--- src/rtl/resv_pkg.sv ---
package resv_pkg;

    localparam int RP_ADDR_W   = 32;
    localparam int RP_GRAN_LSB = 5;
    localparam int RP_TAG_W    = RP_ADDR_W - RP_GRAN_LSB;
    localparam int RP_OP_W     = 2;

    typedef enum logic [RP_OP_W-1:0] {
        OP_LOAD  = 2'b00,
        OP_LARX  = 2'b01,
        OP_STORE = 2'b10,
        OP_STCX  = 2'b11
    } op_e;

    typedef struct packed {
        logic                vld;
        logic [RP_TAG_W-1:0] tag;
        logic                rsp_vld;
        logic                rsp_pass;
    } slot_t;

endpackage

--- src/rtl/resv_snoop.sv ---
module resv_snoop
    import resv_pkg::*;
#(
    parameter int NUM_CORES = 4
) (
    input  logic [NUM_CORES-1:0]               is_larx,
    input  logic [NUM_CORES-1:0]               is_store,
    input  logic [NUM_CORES-1:0]               is_stcx,
    input  logic [NUM_CORES-1:0][RP_TAG_W-1:0] gran,
    input  logic [NUM_CORES-1:0]               cur_vld,
    input  logic [NUM_CORES-1:0][RP_TAG_W-1:0] cur_tag,
    output logic [NUM_CORES-1:0]               stcx_pass,
    output logic [NUM_CORES-1:0]               larx_blk,
    output logic [NUM_CORES-1:0]               kill
);

    logic [NUM_CORES-1:0] raw_hit;
    logic [NUM_CORES-1:0] pass_d;
    logic [NUM_CORES-1:0] wr_d;
    logic [NUM_CORES-1:0] blk_d;
    logic [NUM_CORES-1:0] kill_d;

    always_comb begin
        raw_hit = '0;
        pass_d  = '0;
        wr_d    = '0;
        blk_d   = '0;
        kill_d  = '0;
        for (int i = 0; i < NUM_CORES; i++) begin
            raw_hit[i] = is_stcx[i] && cur_vld[i] && (cur_tag[i] == gran[i]);
        end
        for (int i = 0; i < NUM_CORES; i++) begin
            pass_d[i] = raw_hit[i];
            for (int j = 0; j < NUM_CORES; j++) begin
                if (j != i && gran[j] == gran[i]) begin
                    if (is_store[j]) pass_d[i] = 1'b0;
                    if (j < i && raw_hit[j]) pass_d[i] = 1'b0;
                end
            end
        end
        wr_d = is_store | pass_d;
        for (int i = 0; i < NUM_CORES; i++) begin
            for (int j = 0; j < NUM_CORES; j++) begin
                if (j != i && wr_d[j]) begin
                    if (gran[j] == gran[i] && is_larx[i]) blk_d[i] = 1'b1;
                    if (gran[j] == cur_tag[i] && cur_vld[i]) kill_d[i] = 1'b1;
                end
            end
        end
    end

    assign stcx_pass = pass_d;
    assign larx_blk  = blk_d;
    assign kill      = kill_d;

endmodule

--- src/rtl/resv_slot.sv ---
module resv_slot
    import resv_pkg::*;
(
    input  logic                clk,
    input  logic                rst,
    input  logic                is_larx,
    input  logic                is_stcx,
    input  logic [RP_TAG_W-1:0] gran,
    input  logic                larx_blk,
    input  logic                kill,
    input  logic                stcx_pass,
    output logic                rvld,
    output logic [RP_TAG_W-1:0] rtag,
    output logic                rsp_vld,
    output logic                rsp_pass
);

    slot_t slot_d, slot_q;

    always_comb begin
        slot_d          = slot_q;
        slot_d.rsp_vld  = is_stcx;
        slot_d.rsp_pass = is_stcx && stcx_pass;
        if (is_larx) begin
            slot_d.tag = gran;
            slot_d.vld = !larx_blk;
        end else if (is_stcx) begin
            slot_d.vld = 1'b0;
        end else if (kill) begin
            slot_d.vld = 1'b0;
        end
    end

    always_ff @(posedge clk) begin
        if (rst) slot_q <= '0;
        else     slot_q <= slot_d;
    end

    assign rvld     = slot_q.vld;
    assign rtag     = slot_q.tag;
    assign rsp_vld  = slot_q.rsp_vld;
    assign rsp_pass = slot_q.rsp_pass;

    // own reservation gone after any store-conditional
    a_r4_stcx_drops: assert property (@(posedge clk) disable iff (rst)
        is_stcx |=> !rvld);

    // unblocked load-reserve installs the new granule
    a_r2_larx_takes: assert property (@(posedge clk) disable iff (rst)
        (is_larx && !larx_blk) |=> (rvld && rtag == $past(gran)));

    // response strobe tracks the store-conditional one cycle later
    a_r8_rsp_follows: assert property (@(posedge clk) disable iff (rst)
        is_stcx |=> rsp_vld);
    a_r8_rsp_quiet: assert property (@(posedge clk) disable iff (rst)
        !is_stcx |=> !rsp_vld);

    // reset empties the slot
    a_r9_reset_clears: assert property (@(posedge clk)
        rst |=> (!rvld && !rsp_vld && !rsp_pass));

endmodule

--- src/rtl/resv_tracker.sv ---
module resv_tracker
    import resv_pkg::*;
#(
    parameter int NUM_CORES = 4
) (
    input  logic                          clk,
    input  logic                          rst,
    input  logic [NUM_CORES-1:0]          cmd_vld,
    input  logic [RP_OP_W*NUM_CORES-1:0]  cmd_op,
    input  logic [RP_ADDR_W*NUM_CORES-1:0] cmd_addr,
    output logic [NUM_CORES-1:0]          rsv_vld,
    output logic [RP_TAG_W*NUM_CORES-1:0] rsv_tag,
    output logic [NUM_CORES-1:0]          rsp_vld,
    output logic [NUM_CORES-1:0]          rsp_pass
);

    logic [NUM_CORES-1:0]               is_larx, is_store, is_stcx;
    logic [NUM_CORES-1:0][RP_TAG_W-1:0] gran;
    logic [NUM_CORES-1:0][RP_TAG_W-1:0] cur_tag;
    logic [NUM_CORES-1:0]               cur_vld;
    logic [NUM_CORES-1:0]               stcx_pass, larx_blk, kill;

    for (genvar c = 0; c < NUM_CORES; c++) begin : g_dec
        logic [RP_OP_W-1:0] op_c;
        assign op_c        = cmd_op[c*RP_OP_W +: RP_OP_W];
        assign is_larx[c]  = cmd_vld[c] && (op_c == OP_LARX);
        assign is_store[c] = cmd_vld[c] && (op_c == OP_STORE);
        assign is_stcx[c]  = cmd_vld[c] && (op_c == OP_STCX);
        assign gran[c]     = cmd_addr[c*RP_ADDR_W + RP_GRAN_LSB +: RP_TAG_W];
    end

    resv_snoop #(.NUM_CORES(NUM_CORES)) u_snoop (
        .is_larx   (is_larx),
        .is_store  (is_store),
        .is_stcx   (is_stcx),
        .gran      (gran),
        .cur_vld   (cur_vld),
        .cur_tag   (cur_tag),
        .stcx_pass (stcx_pass),
        .larx_blk  (larx_blk),
        .kill      (kill)
    );

    for (genvar c = 0; c < NUM_CORES; c++) begin : g_slot
        resv_slot u_slot (
            .clk       (clk),
            .rst       (rst),
            .is_larx   (is_larx[c]),
            .is_stcx   (is_stcx[c]),
            .gran      (gran[c]),
            .larx_blk  (larx_blk[c]),
            .kill      (kill[c]),
            .stcx_pass (stcx_pass[c]),
            .rvld      (cur_vld[c]),
            .rtag      (cur_tag[c]),
            .rsp_vld   (rsp_vld[c]),
            .rsp_pass  (rsp_pass[c])
        );
        assign rsv_vld[c]                     = cur_vld[c];
        assign rsv_tag[c*RP_TAG_W +: RP_TAG_W] = cur_tag[c];

        // a pass needs a reservation held in the accepting cycle
        a_r3_pass_needs_resv: assert property (@(posedge clk) disable iff (rst)
            rsp_pass[c] |-> (rsp_vld[c] && $past(cur_vld[c])));

        for (genvar o = 0; o < NUM_CORES; o++) begin : g_pair
            if (o != c) begin : g_other
                // a same-cycle foreign store beats the load-reserve
                a_r6_store_beats_larx: assert property (@(posedge clk) disable iff (rst)
                    (is_larx[c] && is_store[o] && gran[o] == gran[c]) |=> !rsv_vld[c]);
                // a foreign store drops a matching reservation
                a_r5_foreign_store_kills: assert property (@(posedge clk) disable iff (rst)
                    (is_store[o] && cur_vld[c] && gran[o] == cur_tag[c] && !is_larx[c])
                    |=> !rsv_vld[c]);
            end
        end
    end

endmodule

--- config.mk ---
export PLATFORM = sky130hd
export DESIGN_NAME = resv_tracker
export DESIGN_NICKNAME = d
export VERILOG_FILES = /design/src/rtl/resv_pkg.sv /design/src/rtl/resv_snoop.sv /design/src/rtl/resv_slot.sv /design/src/rtl/resv_tracker.sv
export SDC_FILE = /design/constraint.sdc
export NUM_CORES = 1
export LEC_CHECK = 0
export BUFFER_PORTS_ARGS = -buffer_cell sky130_fd_sc_hd__buf_2
export CAP_MARGIN = 10
export CORE_MARGIN = 5
export CORE_UTILIZATION = 45
export CTS_CLUSTER_DIAMETER = 80
export CTS_CLUSTER_SIZE = 10
export DETAILED_ROUTE_END_ITERATION = 8
export GPL_TIMING_DRIVEN = 0
export PLACE_DENSITY = 0.71
export SYNTH_ARGS = -nofsm -noshare
export SYNTH_HDL_FRONTEND = slang
export SYNTH_SLANG_ARGS = --single-unit
--- constraint.sdc ---
create_clock -name clk -period 2.3 [get_ports clk]
set_input_delay 0.23 -clock clk [delete_from_list [all_inputs] [get_ports clk]]
set_output_delay 0.23 -clock clk [all_outputs]
set_load 0.01 [all_outputs]
-- Yosys cells after proc, flatten, opt, wreduce, memory -nomap -nowiden
Cells that the tools add are included.
Widths: inputs -> output; s select.
- eq/ne operators: 40
- mux-type cells: 90
- bitwise logic cells: 1
- reductions and logical operators: 56
- operator list (kind ; count):
    $eq 27x27->1 ; 28
    $mux 1 ; 90
    $logic_and 1x1->1 ; 48
    $eq 2x2->1 const B ; 8
    $reduce_bool 3->1 ; 4
    $eq 2x1->1 const B ; 4
    $logic_not 1->1 ; 4
    $or 4x4->4 ; 1
- flip-flop bits (word level): 120
- input bits: 142
- logic and storage cells: 203

-- Longest topological paths before layout
Gate-level depths: netlist of the first run.
- depth after elaboration: 22
- mapped depth: 10
- depth with buffers taken out: 9

-- Modules after synthesis
A second synthesis of the first run with hierarchy kept.
- cells, all modules: 1367
- area, all modules: 12054.1 um2
- modules (own cells, without submodules) (module ; instances ; cells each ; area an instance (um2)):
    resv_snoop ; 1 ; 975 ; 7649.8
    resv_slot ; 4 ; 95 ; 1076.0
    resv_tracker ; 1 ; 12 ; 100.1

-- Worst setup path after synthesis of the first run
OpenSTA, ideal clock, no wires.
- path kind: register to register
- start point: register g_slot[2].u_slot.slot_q (netlist bit g_slot[2].u_slot.rtag[1])
- end point: register g_slot[3].u_slot.slot_q (netlist bit g_slot[3].u_slot.rvld)
- setup time: 0.120 ns
- arrival time: 2.374 ns
- data required time: 2.180 ns
- path slack: -0.194 ns
- stages on the path, launching flop included: 11
- buffers on the path: 1
- period minus slack after synthesis: 2.494 ns
- path through: dfxtp_1 -> clkbuf_1 -> xnor2_1 -> nand4_1 -> or4_1 -> nor4_2 -> a21bo_2 -> o31ai_4 -> a211oi_1 -> a22oi_1 -> nand2_1
- word-level cells in the longest chain between the ends: 14
- elaborated cells on any way between the ends: 16
- ends and longest elaborated chain (what ; RTL line ; source):
    from (decl) ; resv_slot.sv:18 ; slot_t slot_d, slot_q;
    from (signal assigned) ; resv_slot.sv:36 ; else slot_q <= slot_d;
    $eq 27x27->1 (*) ; resv_snoop.sv:30 ; raw_hit[i] = is_stcx[i] && cur_vld[i] && (cur_tag[i] == gran[i]);
    $logic_and 1x1->1 (*) ; resv_snoop.sv:30 ;
    $mux 1 ; resv_snoop.sv:36 ; if (is_store[j]) pass_d[i] = 1'b0;
    $mux 1 ; resv_snoop.sv:37 ; if (j < i && raw_hit[j]) pass_d[i] = 1'b0;
    $mux 1 (*) ; resv_snoop.sv:35 ; if (j != i && gran[j] == gran[i]) begin
    $mux 1 ; resv_snoop.sv:36 ;
    $mux 1 ; resv_snoop.sv:37 ;
    $mux 1 (*) ; resv_snoop.sv:35 ;
    $mux 1 ; resv_snoop.sv:36 ;
    $mux 1 (*) ; resv_snoop.sv:35 ;
    $or 4x4->4 (*) ; resv_snoop.sv:41 ; wr_d = is_store | pass_d;
    $mux 1 ; resv_snoop.sv:44 ; if (j != i && wr_d[j]) begin
    $logic_not 1->1 ; resv_slot.sv:26 ; slot_d.vld = !larx_blk;
    $mux 1 ; resv_slot.sv:24 ; if (is_larx) begin
    to (signal assigned) ; resv_slot.sv:36 ;
    to (decl) ; resv_slot.sv:18 ;
Mark *: on every way between the ends. The rest lies on a longest branch, timed or not.
A chain may end at the register's enable or synchronous reset.

-- Worst setup path in the final report of the first run
- start point: input cmd_addr[83]
- end point: register g_slot[0].u_slot.slot_q (netlist bit g_slot[0].u_slot.rvld)
- word-level cells in the longest chain between the ends: 16
- elaborated cells on any way between the ends: 38
- ends and longest elaborated chain (what ; RTL line ; source):
    from (decl) ; resv_tracker.sv:10 ; input logic [RP_ADDR_W*NUM_CORES-1:0] cmd_addr,
    $eq 27x27->1 ; resv_snoop.sv:30 ;
    $logic_and 1x1->1 ; resv_snoop.sv:30 ;
    $mux 1 ; resv_snoop.sv:36 ;
    $mux 1 ; resv_snoop.sv:37 ;
    $mux 1 ; resv_snoop.sv:35 ;
    $mux 1 ; resv_snoop.sv:36 ;
    $mux 1 ; resv_snoop.sv:37 ;
    $mux 1 ; resv_snoop.sv:35 ;
    $mux 1 ; resv_snoop.sv:36 ;
    $mux 1 ; resv_snoop.sv:35 ;
    $or 4x4->4 ; resv_snoop.sv:41 ;
    $mux 1 ; resv_snoop.sv:44 ;
    $mux 1 ; resv_snoop.sv:45 ; if (gran[j] == gran[i] && is_larx[i]) blk_d[i] = 1'b1;
    $mux 1 ; resv_snoop.sv:44 ;
    $logic_not 1->1 ; resv_slot.sv:26 ;
    $mux 1 ; resv_slot.sv:24 ;
    to (signal assigned) ; resv_slot.sv:36 ;
    to (decl) ; resv_slot.sv:18 ;
Parallel ways exist; a longest one is shown, timed or not.

==> results of run 1 <==
power by group through the flow:
stage	clock [W]	combinational [W]	sequential, W
3_5_place_dp	0	0.00205	0.00224
4_1_cts	0.00282	0.00204	0.00223
5_1_grt	0.00290	0.00218	0.00228
3_3_place_gp	0	0.00203	0.00224
6_report	0.00286	0.00213	0.00228
2_1_floorplan	0	0.00136	0.00226
critical path, delay by kind of cell:
kind,cells,cell delay (ns)
XOR/XNOR,1,0.17
AND/OR/NAND/NOR,4,1.38
AO/OA/AOI/OAI,3,0.46
buffers and inverters,2,0.92
per-layer routing:
metal	part of all wire	up-vias	GRT usage
li1	-	5426	-
met4	0.085	2	0.243
met2	0.39	1367	0.574
met3	0.16	435	0.149
met5	0.00086	-	0
met1	0.36	6179	0.519
cell type report:
cell class	instances	area, sq um	share of cell area
Buffer	205	1130	0.0797
Multi-Input combinational cell	1222	8750	0.615
Inverter	3	11.3	0.000791
Clock buffer	19	433	0.0304
Clock inverter	12	153	0.0107
Sequential cell	120	2470	0.174
Tap cell	335	419	0.0295
Timing Repair Buffer	157	858	0.0603
stage by stage:
stage | utilization | cell area [sq um]
4_1_cts | 0.537 | 14000
6_report | 0.545 | 14200
2_1_floorplan | - | 12200
5_1_grt | 0.545 | 14200
3_3_place_gp | 0.508 | 13300
3_5_place_dp | 0.508 | 13300
cell usage in the layout, fill, tap and decap left out, drive strengths merged, types with 2 or more instances in the layout:
cell type / synthesis / final
o21ai: 6 / 6
clkinvlp: 0 / 4
a2111oi: 2 / 2
nand3: 16 / 16
a22oi: 2 / 2
or4: 5 / 5
and4: 2 / 2
nor4: 81 / 81
nand4: 95 / 95
and3: 3 / 3
xnor2: 335 / 335
xor2: 258 / 258
and3b: 2 / 2
nor2: 12 / 12
a221oi: 3 / 3
or2: 6 / 6
nand2: 235 / 235
a21oi: 117 / 117
buf: 66 / 213
clkbuf: 197 / 165
bufinv: 0 / 3
inv: 3 / 4
dfxtp: 120 / 120
nor3b: 2 / 2
clkinv: 0 / 4
clkdlybuf4s15: 0 / 3
o211ai: 2 / 2
nand3b: 3 / 3
nor3: 18 / 18
a21o: 2 / 2
state kept, by name, summed over array words and instances, names as in the netlist:
name                    flops
g_slot.u_slot.rsp_pass      4
g_slot.u_slot.rvld          4
g_slot.u_slot.rtag        108
g_slot.u_slot.rsp_vld       4
logic make-up after synthesis:
family / Yosys count
xor+xnor: 593
simple gates: 486
buf+inv: 266
compound gates: 143
flops: 120
what timing repair did:
action                                  CTS  global route
endpoints found under the setup margin    7             9
buffers inserted                          6            18
pin swaps                                17            21
gates resized for setup                  94           111
hold buffers                              0             0
path summary, 6_finish.rpt:
check / to / slack [ns] / depth (start not counted)
hold / removal: g_slot[2].u_slot.rtag[25] / 0.10 / 3
setup / recovery: g_slot[0].u_slot.rvld / -0.54 / 10
setup reg to reg: g_slot[0].u_slot.rvld / -0.44 / 11
hold reg to reg: g_slot[0].u_slot.rtag[24] / 0.51 / 2
==> impl_results.md, run 1 <==
- Initial antenna violation count: 0
- Crit path from: cmd_addr[83]
- Status: finished with violations
- Total power divided by cell area: between 500 and 600 nW/um^2
- Area leader, netlist: xnor2_1
- Yosys cell types: 50
- Achievable clock frequency: roughly 350 MHz
- Sequential-to-total area share from yosys stat: 0.200
- Crit path kind: input pin to flip-flop
- Total of max-cap violations: 0
- Final hold vios: 0
- HP Class: input pin to flip-flop
- CTS Buffer Depth: 2
- Final cycle utilization of the critical path: 1.24
- Failing checks: design-rule violations, negative setup slack
- Num Clock Sinks: 120
- Pre-CTS setup slack: -1.16 ns
- Int Pwr: ~0.0046 W
- Syn Nets: between 1500 and 2000
- Leak: between 5 and 6 nW
- Cell Chain, Critical Path: clkbuf_1, xor2_1, nor4_1, nand4_1, and2b_2, o31ai_4, buf_12, nand3_2, o2111ai_1, a221oi_2
- Final WS setup: -0.542 ns
- Worst skew pair latency: 0.44 ns
- Post-synth top area share: 0.244
- Logic gate share of total power: 0.293
- Flop pwr share: 0.313
- Number of H-tree levels: 4
- First-pass GRT wire length: 89100 um
- Compound-Gate Fraction of Synth Area: 0.0675
- Die height: roughly 170 um
- CP max-delay cell: clkbuf_1
- Dominant synthesized flop cell: dfxtp_1
- Row cnt: a little under 60
- DRT antenna net count: 0
- Asr flop ratio synth: 0
- Synth Instances: about 1600
- Number of port buffers: 133
- Drt drc: 1
- Critical path fanouts, max: 8
- Mux share of post-synthesis cell area: 0
- Total power: approximately 0.0073 W
- P&R area growth vs syn: 18.7%
- Adder-cell share of the synthesized area: 0
- Avg Cell Area, Syn: ~7.5 sq um
- Initial DRC count: between 2000 and 2500
- Dpl cells: roughly 2100
- Via count: 13400
- WHS: slightly above 0.1 ns
- EDFF count, synth: 0
- Worst VDD drop: 0.365 mV
- Switch share: 0.366
- Vias in the first global route: about 13000
- Pins over their slew limit: 0
- Clock Tree Root: clkbuf_16
- Clock share of power: 0.394
- Setup-failing EPs final: 6
- CP Capture Type: flip-flop
- Die ar.: approximately 30000 sq um
- Most frequent cell after synthesis: xnor2_1
- I/O pin cnt: about 260
- Layout fillers: 2521
- Post-synthesis simple-gate area fraction: 0.203
- Clock slew at reported path FFs: roughly 0.060 ns
- Worst Hold Launch: cmd_addr[94]
- Synth top area cells: xnor2_1 (24%), dfxtp_1 (20%), xor2_1 (19%)
- Arrival @ worst endpoint: 3.19 ns
- Final wirelength: about 64000 um
- Congestion Overflow GR: 0
- ANT cells: 0
- Reg2Reg Launch Point: g_slot[1].u_slot.rtag[14]
- CTS tree: yes
- XOR/XNOR share of the synthesized area: 0.434
- Fin crit period: roughly 2.8 ns
- Nets@finish: roughly 1900
- Number of synthesized register bits: 120
- Worst Path Required: around 2.7 ns
- Clock skew: 0.0106 ns
- Chip width: between 150 and 200 um
- Startpoint Class: input pin
- Sw power: around 0.0027 W
- Dpl hpwl: approximately 43000 um
- Relative slew slack: 0.284
- Fin cells: slightly above 2000
- Share of layout cells above drive strength 1: 0.236
- Crit-path max cell delay: about 0.77 ns
- Largest net degree at the start of global routing: 17
- Slew @ Worst Pin: 1.07 ns
- Gpl congestion: approximately 1.1
- Post-synthesis cell area: 12000 sq um
- Core ar.: around 26000 sq um
- Post-route setup TNS: -2.03 ns
- Combinational family with the most area after synthesis: XOR/XNOR gates
- Routed len/inst: 30.9 um
- All-Layer GR Usage: 0.403
- Via density: approximately 6.5
- Pre-Repair DR Iteration Count: 9
- Num CTS Buffers: 17
- Synth cell count leaders: xnor2_1 (334), xor2_1 (258), nand2_1 (235)
- Initial Util: 0.459
- RSZ-0062 raised after global routing: yes
- Synth warn: 0
Note: power is estimated with default switching activity, not from simulation.
==> run 2: changes to the inputs <==
--- a/config.mk
+++ b/config.mk
@@ -16,4 +16,5 @@
 export PLACE_DENSITY = 0.71
 export SYNTH_ARGS = -nofsm -noshare
 export SYNTH_HDL_FRONTEND = slang
+export SYNTH_HIERARCHICAL = 1
 export SYNTH_SLANG_ARGS = --single-unit
==> run 2 against run 1 <==
- the flow finishes with violations (negative setup slack)
- power up 1.9%
- fmax down 9.5%
- critical path depth up 2
- via count down 7.8%
- cell area up 4.3%
- largest cell class unchanged
==> impl_results.md, run 2 <==
- Via density: slightly above 6
- Chip width: ~170 um
- ANT cells: 0
- Sw power: around 0.0027 W
- Post-synthesis simple-gate area fraction: 0.171
- Initial Util: 0.452
- Largest net degree at the start of global routing: 17
- Critical path fanouts, max: 7
- Syn Nets: roughly 1500
- Setup-failing EPs final: 4
- Dominant synthesized flop cell: dfxtp_1
- Commonest non-fill, non-tap cell in the layout: xnor2_1
- Area leader, netlist: xnor2_1
- Final cell area excluding filler cells: between 10000 and 15000 sq um
- Clock slew at reported path FFs: approximately 0.07 ns
- DRT antenna net count: 0
- Initial antenna violation count: 0
- Clock share of power: 0.394
- CP max-delay cell: or4b_4
- Status: finished with violations
- Final wirelength: about 63000 um
- Number of synthesized register bits: 120
- # hold bufs at CTS: 0
- Synth warn: 6
- Pre-CTS setup slack: -1.39 ns
- Slew @ Worst Pin: ~0.89 ns
- Pins over their slew limit: 0
- Avg Cell Area, Syn: 8.82 sq um
- Critical path buffers and inverters: 2
- Nets@finish: about 1800
- Flop pwr share: 0.313
- Share of layout cells above drive strength 1: 0.314
- Num CTS Buffers: 17
- Clock skew: 0.00695 ns
- Worst skew pair latency: about 0.43 ns
- Dpl cells: between 1500 and 2000
- Row cnt: 60
- Num Clock Sinks: 120
- Dpl hpwl: about 43000 um
- Vias in the first global route: approximately 12000
- EDFF count, synth: 0
- Via count: between 10000 and 15000
- HP Class: input pin to flip-flop
- Sequential-to-total area share from yosys stat: 0.199
- Final hold vios: 0
- Combinational family with the most area after synthesis: XOR/XNOR gates
- Worst VDD drop: approximately 0.4 mV
- Asr flop ratio synth: 0
- Routed len/inst: 31.2 um
- Die ar.: between 30000 and 40000 sq um
- CTS Buffer Depth: 2
- Cell Chain, Critical Path: buf_2, buf_2, xor2_1, nor4_1, nand4_1, nor4_4, a22oi_1, and2_2, nor2_2, o221ai_1, or4b_4, a21oi_2
- Worst Path Required: 2.66 ns
- Arrival @ worst endpoint: about 3.5 ns
- Congestion Overflow GR: 0
- Achievable clock frequency: roughly 320 MHz
- Mux share of post-synthesis cell area: 0.0897
- Int Pwr: around 0.0048 W
- Adder-cell share of the synthesized area: 0
- Synth Instances: about 1400
- Core ar.: between 20000 and 30000 sq um
- First-pass GRT wire length: about 86000 um
- Max reg flops: approximately 110
- All-Layer GR Usage: 0.394
- Startpoint Class: input pin
- Total of max-cap violations: 0
- Failing checks: negative setup slack
- RSZ-0062 raised after global routing: yes
- Synth top area cells: xnor2_1 (25%), dfxtp_1 (20%), xor2_1 (18%)
- Compound-Gate Fraction of Synth Area: 0.0207
- Initial DRC count: between 1500 and 2000
- XOR/XNOR share of the synthesized area: 0.432
- CTS tree: yes
- Pre-Repair DR Iteration Count: 5
- Number of H-tree levels: 4
- Most frequent cell after synthesis: xnor2_1
- Relative slew slack: 0.405
- WHS: 0.0485 ns
- Layout fillers: 2523
- Worst path most repeated cell: buf_2
- Post-synthesis cell area: about 12000 sq um
- I/O pin cnt: 262
- Placed Area: 13700 sq um
- Fin cells: ~2000
- Die height: approximately 170 um
- Largest delay contributor family on the critical path: simple AND/OR/NAND/NOR gates
- Final WS setup: -0.841 ns
- Logic gate share of total power: 0.294
- P&R area growth vs syn: 23.2%
- Drt drc: 0
- Gpl congestion: 1.04
- Synth cell count leaders: xnor2_1 (341), xor2_1 (252), dfxtp_1 (120)
- Fin crit period: about 3.1 ns
- Clock Tree Root: clkbuf_16
- Number of port buffers: 241
- Post-synth top area share: 0.248
- Total power divided by cell area: 499 nW/um^2
- Final cycle utilization of the critical path: 1.37
- Switch share: 0.359
- CP Capture Type: flip-flop
- Crit-path max cell delay: about 0.52 ns
- Yosys cell types: 49
- Crit path kind: input pin to flip-flop
- Most frequent cells in the layout: xnor2_1 (341), buf_2 (303), xor2_1 (251), nor2_1 (110), mux2i_1 (108)
- Leak: roughly 6.0 nW
## run 2: worst paths after layout
path / startpoint / end / slack (ns) / cells after the start
worst max-delay path: cmd_addr[115] / g_slot[1].u_slot/rvld / -0.84 / 12
worst min-delay path: cmd_addr[48] / g_slot[1].u_slot/rtag[11] / 0.05 / 3
worst max register to register: g_slot[1].u_slot/rtag[3] / g_slot[1].u_slot/rvld / -0.82 / 14
worst min register to register: g_slot[3].u_slot/rtag[4] / g_slot[3].u_slot/rtag[4] / 0.52 / 2
## run 2: final cells by class
cell class / count / area (sq um) / share of cell area
repair buffers: 271 / 1450 / 0.0977
inverters: 6 / 22.5 / 0.00152
well taps: 341 / 427 / 0.0287
multi-input cells: 1093 / 8830 / 0.595
flip-flops and latches: 120 / 2500 / 0.168
clock buffers: 20 / 478 / 0.0322
clock inverters: 12 / 138 / 0.00927
plain buffers: 141 / 1000 / 0.0676
## run 2: tightest hold or removal path, delay by kind of cell
family,cells,cell delay [ns]
mux,1,0.06
buf+inv,1,0.08
simple gates,1,0.07
## run 2: per-stage QoR
stage                     total power [W]  setup TNS (ns)  utilization
after CTS                         0.00732           -2.43        0.550
after detailed placement          0.00440           -6.37        0.515
final                             0.00741           -2.94        0.557
after global routing              0.00757           -3.06        0.557
after floorplan                   0.00365          -0.413            -
after global placement            0.00438           -6.47        0.515
## run 2: power by group through the flow
| stage | sequential, W | combinational [W] | clock, W |
|---|---|---|---|
| after floorplan | 0.00234 | 0.00131 | 0 |
| after global placement | 0.00238 | 0.00200 | 0 |
| after detailed placement | 0.00238 | 0.00202 | 0 |
| after CTS | 0.00232 | 0.00206 | 0.00293 |
| after global routing | 0.00232 | 0.00223 | 0.00302 |
| final | 0.00232 | 0.00218 | 0.00292 |
## run 2: logic make-up after synthesis
logic type	count (synthesis)
AO/OA/AOI/OAI	30
XOR/XNOR	594
buffers and inverters	154
multiplexers	108
AND/OR/NAND/NOR	361
flip-flops	120
## run 2: layer usage
metal	GRT usage	vias to the layer above	share of wire
met5	0	-	0.00070
met4	0.237	2	0.075
met3	0.121	290	0.12
met2	0.582	1013	0.42
met1	0.504	5923	0.39
li1	-	5133	-
## run 2: repair_timing
action | in CTS | in global routing
resized for setup | 65 | 25
pin swaps | 20 | 19
setup buffers | 17 | 14
gates cloned | 0 | 0
setup endpoints to repair | 7 | 6
==> run 3: changes to the inputs <==
--- a/config.mk
+++ b/config.mk
@@ -8,12 +8,12 @@
 export BUFFER_PORTS_ARGS = -buffer_cell sky130_fd_sc_hd__buf_2
 export CAP_MARGIN = 10
 export CORE_MARGIN = 5
-export CORE_UTILIZATION = 45
+export CORE_UTILIZATION = 61
 export CTS_CLUSTER_DIAMETER = 80
 export CTS_CLUSTER_SIZE = 10
 export DETAILED_ROUTE_END_ITERATION = 8
 export GPL_TIMING_DRIVEN = 0
-export PLACE_DENSITY = 0.71
+export PLACE_DENSITY = 0.88
 export SYNTH_ARGS = -nofsm -noshare
 export SYNTH_HDL_FRONTEND = slang
 export SYNTH_HIERARCHICAL = 1
==> constraint.sdc (replaced) <==
create_clock -name clk -period 4 [get_ports clk]
set_input_delay 0.4 -clock clk [delete_from_list [all_inputs] [get_ports clk]]
set_output_delay 0.4 -clock clk [all_outputs]
set_load 0.01 [all_outputs]
==> run 3 against run 2 <==
- worst hold slack improved by 0.17 ns
- sequential power decreased by 42%
- the run ends with design-rule violations, max-capacitance violations, negative setup slack left
- cell count fell by 5.0%
==> impl_results.md, run 3 (same netlist as run 2, synthesis figures left out) <==
- Status: finished with violations
- Failing checks: design-rule violations, max-capacitance violations, negative setup slack
- Most frequent cells in the layout: xnor2_1 (341), buf_2 (304), xor2_1 (252), dfxtp_1 (120), nor2_1 (113)
- HP Class: input pin to flip-flop
- Total power: ~0.0042 W
- DRT antenna net count: 0
- Via density: between 6 and 7
- Pins over their slew limit: 0
- Sw power: 0.00148 W
- # hold bufs at CTS: 0
- Initial antenna violation count: 1
- Max reg flops: 108
- Worst skew pair latency: roughly 0.44 ns
- Gpl congestion: 1.10
- Arrival @ worst endpoint: 4.48 ns
- Number of H-tree levels: 4
- Nets@finish: around 1800
- Critical path fanouts, max: 6
- Startpoint Class: flip-flop
- Drt drc: 2
- Clock share of power: 0.393
- Worst VDD drop: 0.264 mV
- Vias in the first global route: approximately 12000
- Fin crit period: 4.11 ns
- Clock skew: about 0.012 ns
- Die height: between 150 and 200 um
- CP Capture Type: flip-flop
- Commonest non-fill, non-tap cell in the layout: xnor2_1
- Core ar.: around 20000 sq um
- All-Layer GR Usage: 0.508
- Crit path kind: flip-flop to flip-flop
- Post-route setup TNS: -0.107 ns
- Total power divided by cell area: roughly 300 nW/um^2
- Total of max-cap violations: 2
- Final wirelength: about 59000 um
- Pre-Repair DR Iteration Count: 9
- CTS tree: yes
- Pre-CTS setup slack: between 0.0002 and 0.00025 ns
- Num CTS Buffers: 17
- Largest net degree at the start of global routing: 17
- Fin cells: between 1500 and 2000
- Congestion Overflow GR: 0
- Initial Util: 0.619
- Int Pwr: ~0.0028 W
- Achievable clock frequency: around 240 MHz
- Leak: ~5.7 nW
- Via count: around 13000
- Logic gate share of total power: 0.291
- Share of layout cells above drive strength 1: 0.256
- Routed len/inst: between 30 and 40 um
- Number of port buffers: ~240
- Chip width: between 150 and 200 um
- I/O pin cnt: between 200 and 300
- Worst Path Required: approximately 4.4 ns
- CTS Buffer Depth: 2
- Clock Tree Root: clkbuf_16
- Final cycle utilization of the critical path: 1.03
- First-pass GRT wire length: roughly 83000 um
- Final hold vios: 0
- Relative slew slack: 0.00373
- Switch share: 0.349
- P&R area growth vs syn: 17.9%
- Num Clock Sinks: 120
- Clock slew at reported path FFs: 0.06 ns
- Row cnt: roughly 50
- Dpl hpwl: between 40000 and 50000 um
- Initial DRC count: 2444
- Die ar.: ~23000 sq um
- Finished Core Util: 0.730
- Flop pwr share: 0.316
- Setup-failing EPs final: 1
- RSZ-0062 raised after global routing: no
- Slew @ Worst Pin: between 1 and 1.5 ns
- Final WS setup: -0.107 ns
- Dpl cells: 1873
[run 3: stage by stage]
stage               cell area (sq um)  hold WS (ns)
CTS                             14200         0.211
floorplan                       12100         0.479
finish                          14200         0.214
detailed placement              13600         0.496
global route                    14200         0.222
global placement                13600         0.493
[run 3: power groups by stage]
stage	sequential (W)	combinational, W	clock (W)
2_1_floorplan	0.00134	0.000753	0
3_3_place_gp	0.00136	0.00112	0
3_5_place_dp	0.00136	0.00115	0
4_1_cts	0.00134	0.00116	0.00166
5_1_grt	0.00134	0.00125	0.00172
6_report	0.00134	0.00123	0.00167
[run 3: final cells by class]
type	instances	area, sq um
antenna	1	2.50
buffer	148	1030
fill	1483	5250
inverter	6	22.5
sequential	120	2400
clock buffer	18	429
tap	265	332
multi-input combinational	1093	8610
timing repair buffer	241	1210
clock inverter	12	179
[run 3: worst max-delay path, stage by stage (launching register included)]
cell and delay [ns]:
dfxtp_1 0.58, xor2_1 0.15, nor4_1 0.48, nand4_1 0.23, nor4_1 1.13, nor2_1 0.08
a31o_2 0.28, a222oi_1 0.70, nor2b_1 0.12, nand2b_4 0.18, a21oi_2 0.12
[run 3: what timing repair did]
item                                    CTS  global route
resized for setup                         0             1
setup buffers                             0             0
endpoints found under the setup margin    0             2
[run 3: worst paths after layout]
kind,slack [ns],end,startpoint,cells past startpoint
max,-0.11,g_slot[1].u_slot/rvld,g_slot[1].u_slot/rtag[7],10
min,0.21,g_slot[1].u_slot/rtag[2],cmd_addr[39],3
max reg2reg,-0.11,g_slot[1].u_slot/rvld,g_slot[1].u_slot/rtag[7],10
min reg2reg,0.52,g_slot[2].u_slot/rtag[8],g_slot[2].u_slot/rtag[8],2
[run 3: per-layer routing]
| metal | global-route usage | routed length, um | vias to the layer above |
|---|---|---|---|
| li1 | - | - | 5087 |
| met1 | 0.611 | 20500 | 5914 |
| met2 | 0.717 | 23100 | 1365 |
| met3 | 0.247 | 10300 | 467 |
| met4 | 0.325 | 5500 | 3 |
| met5 | 0.0250 | 47 | - |
